[config.mk]
export PLATFORM = sky130hd
export DESIGN_NAME = dll_bringup_seq
export DESIGN_NICKNAME = d
export VERILOG_FILES = /design/src/rtl/dll_seq_pkg.sv /design/src/rtl/dll_tick_timer.sv /design/src/rtl/dll_cfg_rmw.sv /design/src/rtl/dll_seq_ctrl.sv /design/src/rtl/dll_bringup_seq.sv
export SDC_FILE = /design/constraint.sdc
export NUM_CORES = 1
export LEC_CHECK = 0
export BUFFER_PORTS_ARGS = -buffer_cell sky130_fd_sc_hd__buf_2
export CAP_MARGIN = 20
export CELL_PAD_IN_SITES_DETAIL_PLACEMENT = 0
export CELL_PAD_IN_SITES_GLOBAL_PLACEMENT = 1
export CORE_MARGIN = 2
export CORE_UTILIZATION = 35
export DETAILED_ROUTE_END_ITERATION = 10
export PLACE_DENSITY = 0.87
export SYNTH_ARGS = -nofsm -noshare
export SYNTH_HDL_FRONTEND = slang
export SYNTH_SLANG_ARGS = --single-unit
[constraint.sdc]
create_clock -name clk_i -period 2.7 [get_ports clk_i]
set_clock_uncertainty 0.15 [all_clocks]
set_input_delay 0.54 -clock clk_i [delete_from_list [all_inputs] [get_ports clk_i]]
set_output_delay 0.54 -clock clk_i [all_outputs]
set_load 0.1 [all_outputs]
[src/rtl/dll_seq_pkg.sv]
package dll_seq_pkg;
  timeunit 1ns; timeprecision 100ps;

  localparam int unsigned LOCK_BIT    = 18;
  localparam logic [31:0] EN_MASK     = 32'h0020_0000;  // bit 21
  localparam logic [31:0] COMP_MASK   = 32'h0F04_0000;  // bits 27:24, 18
  localparam logic [31:0] SEARCH_MASK = 32'h0001_0000;  // bit 16
  localparam logic [31:0] INIT_CNT    = 32'h0000_0C00;
  localparam logic [31:0] PHASE_VAL   = 32'h0000_0003;
  localparam logic [31:0] ARM_SET     = COMP_MASK | SEARCH_MASK | INIT_CNT | PHASE_VAL;
  localparam logic [31:0] NAMED_MASK  = ARM_SET | EN_MASK;

  typedef enum logic [2:0] {
    ST_IDLE,
    ST_QUIESCE,
    ST_ARM,
    ST_ENABLE,
    ST_POLL
  } seq_state_e;

  typedef enum logic [1:0] {
    OP_HOLD,
    OP_QUIESCE,
    OP_ARM,
    OP_ENABLE
  } cfg_op_e;
endpackage

[src/rtl/dll_tick_timer.sv]
module dll_tick_timer #(
  parameter int W = 8
) (
  input  logic         clk_i,
  input  logic         rst_ni,
  input  logic         clr_i,
  input  logic         tick_i,
  input  logic [W-1:0] limit_i,
  output logic         expire_o
);
  timeunit 1ns; timeprecision 100ps;

  logic [W-1:0] cnt_q;

  assign expire_o = tick_i && !clr_i && (cnt_q == limit_i - W'(1));

  always_ff @(posedge clk_i or negedge rst_ni) begin
    if (!rst_ni)                  cnt_q <= '0;
    else if (clr_i || expire_o)   cnt_q <= '0;
    else if (tick_i)              cnt_q <= cnt_q + W'(1);
  end


  cnt_bound_chk: assert property (@(posedge clk_i) disable iff (!rst_ni)
    (limit_i != '0) |-> (cnt_q < limit_i));
endmodule

[src/rtl/dll_cfg_rmw.sv]
module dll_cfg_rmw
  import dll_seq_pkg::*;
#(
  parameter logic [31:0] CFG_INIT = 32'h0
) (
  input  logic        clk_i,
  input  logic        rst_ni,
  input  cfg_op_e     op_i,
  output logic [31:0] cfg_o
);
  timeunit 1ns; timeprecision 100ps;

  logic [31:0] cfg_q;

  always_ff @(posedge clk_i or negedge rst_ni) begin
    if (!rst_ni) begin
      cfg_q <= CFG_INIT;
    end else begin
      unique case (op_i)
        OP_QUIESCE: cfg_q <= cfg_q & ~(EN_MASK | COMP_MASK);
        OP_ARM:     cfg_q <= cfg_q | ARM_SET;
        OP_ENABLE:  cfg_q <= cfg_q | EN_MASK;
        default:    cfg_q <= cfg_q;
      endcase
    end
  end

  assign cfg_o = cfg_q;


  other_bits_chk: assert property (@(posedge clk_i) disable iff (!rst_ni)
    ((cfg_q ^ $past(cfg_q)) & ~NAMED_MASK) == 32'h0);


  enable_order_chk: assert property (@(posedge clk_i) disable iff (!rst_ni)
    $rose(cfg_q[21]) |-> ((cfg_q & COMP_MASK) == COMP_MASK));


  quiesce_chk: assert property (@(posedge clk_i) disable iff (!rst_ni)
    (op_i == OP_QUIESCE) |=> ((cfg_q & (EN_MASK | COMP_MASK)) == 32'h0));
endmodule

[src/rtl/dll_seq_ctrl.sv]
module dll_seq_ctrl
  import dll_seq_pkg::*;
#(
  parameter logic [31:0] RATE_MIN_HZ = 32'd52_000_000
) (
  input  logic        clk_i,
  input  logic        rst_ni,
  input  logic        start_i,
  input  logic        clk_changed_i,
  input  logic [31:0] clk_rate_i,
  input  logic        lock_i,
  input  logic        wait_exp_i,
  input  logic        to_exp_i,
  output cfg_op_e     op_o,
  output logic        wait_clr_o,
  output logic        poll_o,
  output logic        busy_o,
  output logic        done_o,
  output logic        err_o
);
  timeunit 1ns; timeprecision 100ps;

  seq_state_e state_q, state_d;
  logic sample_q, to_hit_q, done_q, err_q;
  logic accept, finish_ok, finish_bad;

  assign accept     = (state_q == ST_IDLE) && start_i && clk_changed_i &&
                      (clk_rate_i > RATE_MIN_HZ);
  assign finish_ok  = (state_q == ST_POLL) && sample_q && lock_i;
  assign finish_bad = (state_q == ST_POLL) && sample_q && !lock_i && to_hit_q;

  always_comb begin
    state_d = state_q;
    op_o    = OP_HOLD;
    unique case (state_q)
      ST_IDLE:    if (accept)     begin state_d = ST_QUIESCE; op_o = OP_QUIESCE; end
      ST_QUIESCE: if (wait_exp_i) begin state_d = ST_ARM;     op_o = OP_ARM;     end
      ST_ARM:     if (wait_exp_i) begin state_d = ST_ENABLE;  op_o = OP_ENABLE;  end
      ST_ENABLE:  if (wait_exp_i) state_d = ST_POLL;
      ST_POLL:    if (finish_ok || finish_bad) state_d = ST_IDLE;
      default:    state_d = ST_IDLE;
    endcase
  end

  always_ff @(posedge clk_i or negedge rst_ni) begin
    if (!rst_ni) begin
      state_q  <= ST_IDLE;
      sample_q <= 1'b0;
      to_hit_q <= 1'b0;
      done_q   <= 1'b0;
      err_q    <= 1'b0;
    end else begin
      state_q  <= state_d;
      // sample once on poll entry, then once per poll period
      sample_q <= ((state_q == ST_ENABLE) || (state_q == ST_POLL)) && wait_exp_i;
      if (accept)        to_hit_q <= 1'b0;
      else if (to_exp_i) to_hit_q <= 1'b1;
      if (accept) begin
        done_q <= 1'b0;
        err_q  <= 1'b0;
      end else if (finish_ok) begin
        done_q <= 1'b1;
      end else if (finish_bad) begin
        err_q  <= 1'b1;
      end
    end
  end

  assign wait_clr_o = (state_q == ST_IDLE);
  assign poll_o     = (state_q == ST_POLL);
  assign busy_o     = (state_q != ST_IDLE);
  assign done_o     = done_q;
  assign err_o      = err_q;


  busy_excl_chk: assert property (@(posedge clk_i) disable iff (!rst_ni)
    busy_o |-> (!done_o && !err_o));


  done_err_excl_chk: assert property (@(posedge clk_i) disable iff (!rst_ni)
    !(done_o && err_o));


  start_ignored_chk: assert property (@(posedge clk_i) disable iff (!rst_ni)
    (busy_o && (state_q != ST_POLL) && start_i) |=> busy_o);


  done_lock_chk: assert property (@(posedge clk_i) disable iff (!rst_ni)
    $rose(done_o) |-> $past(lock_i));


  err_nolock_chk: assert property (@(posedge clk_i) disable iff (!rst_ni)
    $rose(err_o) |-> !$past(lock_i));


  low_rate_chk: assert property (@(posedge clk_i) disable iff (!rst_ni)
    (!busy_o && start_i && (clk_rate_i <= RATE_MIN_HZ)) |=> !busy_o);
endmodule

[src/rtl/dll_bringup_seq.sv]
module dll_bringup_seq
  import dll_seq_pkg::*;
#(
  parameter logic [31:0] RATE_MIN_HZ = 32'd52_000_000,
  parameter int          SETTLE_US   = 1000,
  parameter int          POLL_US     = 2000,
  parameter int          TIMEOUT_US  = 1_000_000,
  parameter logic [31:0] CFG_INIT    = 32'h0
) (
  input  logic        clk_i,
  input  logic        rst_ni,
  input  logic        start_i,
  input  logic        clk_changed_i,
  input  logic [31:0] clk_rate_i,
  input  logic        us_tick_i,
  input  logic [31:0] dll_sts_i,
  output logic [31:0] dll_cfg_o,
  output logic        busy_o,
  output logic        done_o,
  output logic        err_o
);
  timeunit 1ns; timeprecision 100ps;

  localparam int WAIT_MAX = (SETTLE_US > POLL_US) ? SETTLE_US : POLL_US;
  localparam int WAIT_W   = $clog2(WAIT_MAX + 1);
  localparam int TO_W     = $clog2(TIMEOUT_US + 1);

  cfg_op_e           op;
  logic              wait_clr, wait_exp, to_exp, poll_phase, lock;
  logic [WAIT_W-1:0] wait_lim;
  logic              sts_unused;

  assign lock       = dll_sts_i[LOCK_BIT];
  assign sts_unused = ^{dll_sts_i[31:LOCK_BIT+1], dll_sts_i[LOCK_BIT-1:0]};
  assign wait_lim   = poll_phase ? WAIT_W'(POLL_US) : WAIT_W'(SETTLE_US);

  dll_seq_ctrl #(
    .RATE_MIN_HZ (RATE_MIN_HZ)
  ) u_ctrl (
    .clk_i         (clk_i),
    .rst_ni        (rst_ni),
    .start_i       (start_i),
    .clk_changed_i (clk_changed_i),
    .clk_rate_i    (clk_rate_i),
    .lock_i        (lock),
    .wait_exp_i    (wait_exp),
    .to_exp_i      (to_exp),
    .op_o          (op),
    .wait_clr_o    (wait_clr),
    .poll_o        (poll_phase),
    .busy_o        (busy_o),
    .done_o        (done_o),
    .err_o         (err_o)
  );

  // settle intervals, then poll period
  dll_tick_timer #(.W(WAIT_W)) u_wait_tmr (
    .clk_i    (clk_i),
    .rst_ni   (rst_ni),
    .clr_i    (wait_clr),
    .tick_i   (us_tick_i),
    .limit_i  (wait_lim),
    .expire_o (wait_exp)
  );

  // lock-failure window, runs only while polling
  dll_tick_timer #(.W(TO_W)) u_to_tmr (
    .clk_i    (clk_i),
    .rst_ni   (rst_ni),
    .clr_i    (!poll_phase),
    .tick_i   (us_tick_i),
    .limit_i  (TO_W'(TIMEOUT_US)),
    .expire_o (to_exp)
  );

  dll_cfg_rmw #(.CFG_INIT(CFG_INIT)) u_cfg (
    .clk_i  (clk_i),
    .rst_ni (rst_ni),
    .op_i   (op),
    .cfg_o  (dll_cfg_o)
  );
endmodule

==> impl_metrics.ini <==
[run_status]
status = finished clean

[logic_synthesis]
yosysWarnings = 0
synth_top_cell_area_share = 0.415
yosys-top-cells-count = nor2_1 (49), dfrtp_1 (41), buf_4 (30)
synth_edf_count = 0
ys_ff_latch = 41
synth.distinct_cells = 48
synthArstFlopShare = 1.00
synth_area_um2 = 2470
ys_seq_area_frac = 0.415
avgSynthCellArea_um2 = 9.33
synth-main-ff-cell = dfrtp_1
yosys.area.top_type = dfrtp_1
yosysMostFrequentCell = nor2_1
synthCells = 265
synth_area_leaders = dfrtp_1 (41%), buf_4 (9.1%), nor2_1 (7.4%)

[pwr]
power_density_nw_per_um2 = 521
vdd_ir_drop_max_mv = 0.185
p_leak_nw = 1.28

[global_routing]
grt_max_degree = 42
first_global_vias = 1847
grt_overflow = 0
grt.total_usage = 0.127
grt_pass1_wl_um = 7880
antenna_found_initial = 0

[drt]
drt-pass1-iter-count = 4
routed_wl_um = 4470
drc = 0
post_drt_wl_per_cell_um = 10.9
viasPerCell = 4.55
drtIter0Drc = 57
vias = 1866
ant_nets = 0

[sta]
final.min_clock_period_ps = 2300
setup_tns_ps = 0
setup_viol = 0
drv_slew = 0
fin_crit_sh = 0.853
hold_viol = 0
rsz0062_at_grt = no
max-slew-margin-rel = 0.398
tightestPinTransition_ps = 903
timing.hold.ws_ps = 215
max_freq_ghz = 0.434

[setup_path]
arrival_ps = 2340
r2r-end = u_cfg.cfg_o[11]$_DFFE_PN0P_
endpoint_kind = register
r2r_setup_slack_ps = 420
critPathLaunchType = input port
critPathMaxFanout = 3
path_class = in -> reg
r2r_start = u_ctrl.state_q[2]$_DFFE_PN0P_
worstPathRequired_ps = 2740
startpoint = clk_rate_i[29]
reg2regPathDepth = 7

[cts]
postCtsResizedCells = 0
clockBufferDepth = 2
numCtsBuffers = 5
postCtsHoldBufs = 0
cts_root_buf = clkbuf_8
post_cts_buffers = 0
insertion_delay_ps = 300
cts.clk_slew.worst_paths_ps = 80
htreeDepth = 2
clkSinkCount = 41
cts_tree = yes

[die]
pin_count = 104
die_h_um = 88.1
die_area_um2 = 7760
num_rows = 30
die_x_um = 88.1
start_util = 0.362
coreArea_um2 = 6830

[layout]
diodes = 0
final_nets = 386
areaGrowthSynthToFinish_pct = 14.1
layout-drive-gt1-share = 0.242
fillers = 700

[job]
drv_cap = 0

[placement]
gp_congestion = 0.786
io_buffers = 51
hpwl_um = 3310

[worst_hold_path]
hp-class = in -> async
## area by class of cell
| type | instances | area [um2] | share of cell area |
|---|---|---|---|
| multi-input cells | 205 | 1250 | 0.442 |
| flip-flops and latches | 41 | 1030 | 0.363 |
| repair buffers | 57 | 300 | 0.106 |
| well taps | 96 | 120 | 0.0426 |
| clock buffers | 7 | 86.3 | 0.0306 |
| clock inverters | 1 | 30.0 | 0.0106 |
| inverters | 3 | 11.3 | 0.00399 |
## kinds of logic after synthesis
group / Yosys count / share of synthesized area
buffers and inverters: 39 / 0.111
xor gates and xnor gates: 30 / 0.106
adders and majority gates: 4 / 0.0202
and+or+nand+nor: 128 / 0.272
muxes: 5 / 0.0243
other: 1 / 0.00152
AOI/OAI and AO/OA: 17 / 0.0506
DFF: 41 / 0.415
## flip-flops by register name, indices dropped and copies added, names as in the netlist
signal and count:
u_cfg.cfg_o 3, u_ctrl.done_o 1, u_ctrl.err_o 1, u_ctrl.sample_q 1, u_ctrl.state_q 3, u_ctrl.to_hit_q 1
u_to_tmr.cnt_q 20, u_wait_tmr.cnt_q 11
## worst max-delay path by stage
stage / end / cells after the start
5_1_grt: u_cfg.cfg_o[11]$_DFFE_PN0P_ / 7
3_3_place_gp: u_cfg.cfg_o[26]$_DFFE_PN0P_ / 7
6_report: u_cfg.cfg_o[26]$_DFFE_PN0P_ / 7
4_1_cts: busy_o / 2
2_1_floorplan: u_cfg.cfg_o[26]$_DFFE_PN0P_ / 6
3_5_place_dp: u_cfg.cfg_o[26]$_DFFE_PN0P_ / 7
## layout by cell type (no fill, tap or decap), types with 3 or more instances in the layout
master     n
a21oi_1    6
buf_2     51
conb_1    21
and3_1     4
nor3_1     6
nand4_1   11
buf_4      6
dfrtp_1   41
ha_1       4
o21ai_0    3
xor2_1    21
nand3_1   10
xnor2_1    9
nor4b_1    3
nand2_1   22
nor2_1    49
inv_1      3
clkbuf_8   6
## critical path, stage by stage
cell and delay [ps]:
buf_2 90, or4_1 510, nor3_1 260, or2_1 190
o221ai_4 120, ha_1 310, mux2_2 320
## routing by layer
| layer | vias up | share of wire | global-route usage |
|---|---|---|---|
| li1 | 947 | - | - |
| met1 | 873 | 0.47 | 0.155 |
| met2 | 38 | 0.47 | 0.216 |
| met3 | 8 | 0.052 | 0.0405 |
| met4 | 0 | 0.013 | 0.0399 |
| met5 | - | 0 | 0 |
## stage by stage
stage	instances	utilization	setup WS (ps)	total power [mW]	area, um2
floorplan	285	-	271	0.944	2550
global placement	402	0.396	85.6	0.972	2710
detailed placement	402	0.396	76.9	0.978	2710
CTS	410	0.413	381	1.50	2820
global route	410	0.413	268	1.55	2820
finish	410	0.413	397	1.47	2820
## power by group
part | switching [mW] | leakage [nW] | internal, mW
sequential | 0.0373 | 0.564 | 0.643
clock | 0.207 | 0.0585 | 0.301
combinational | 0.216 | 0.660 | 0.0660
total | 0.460 | 1.28 | 1.01
(Power assumes the default switching activity.)
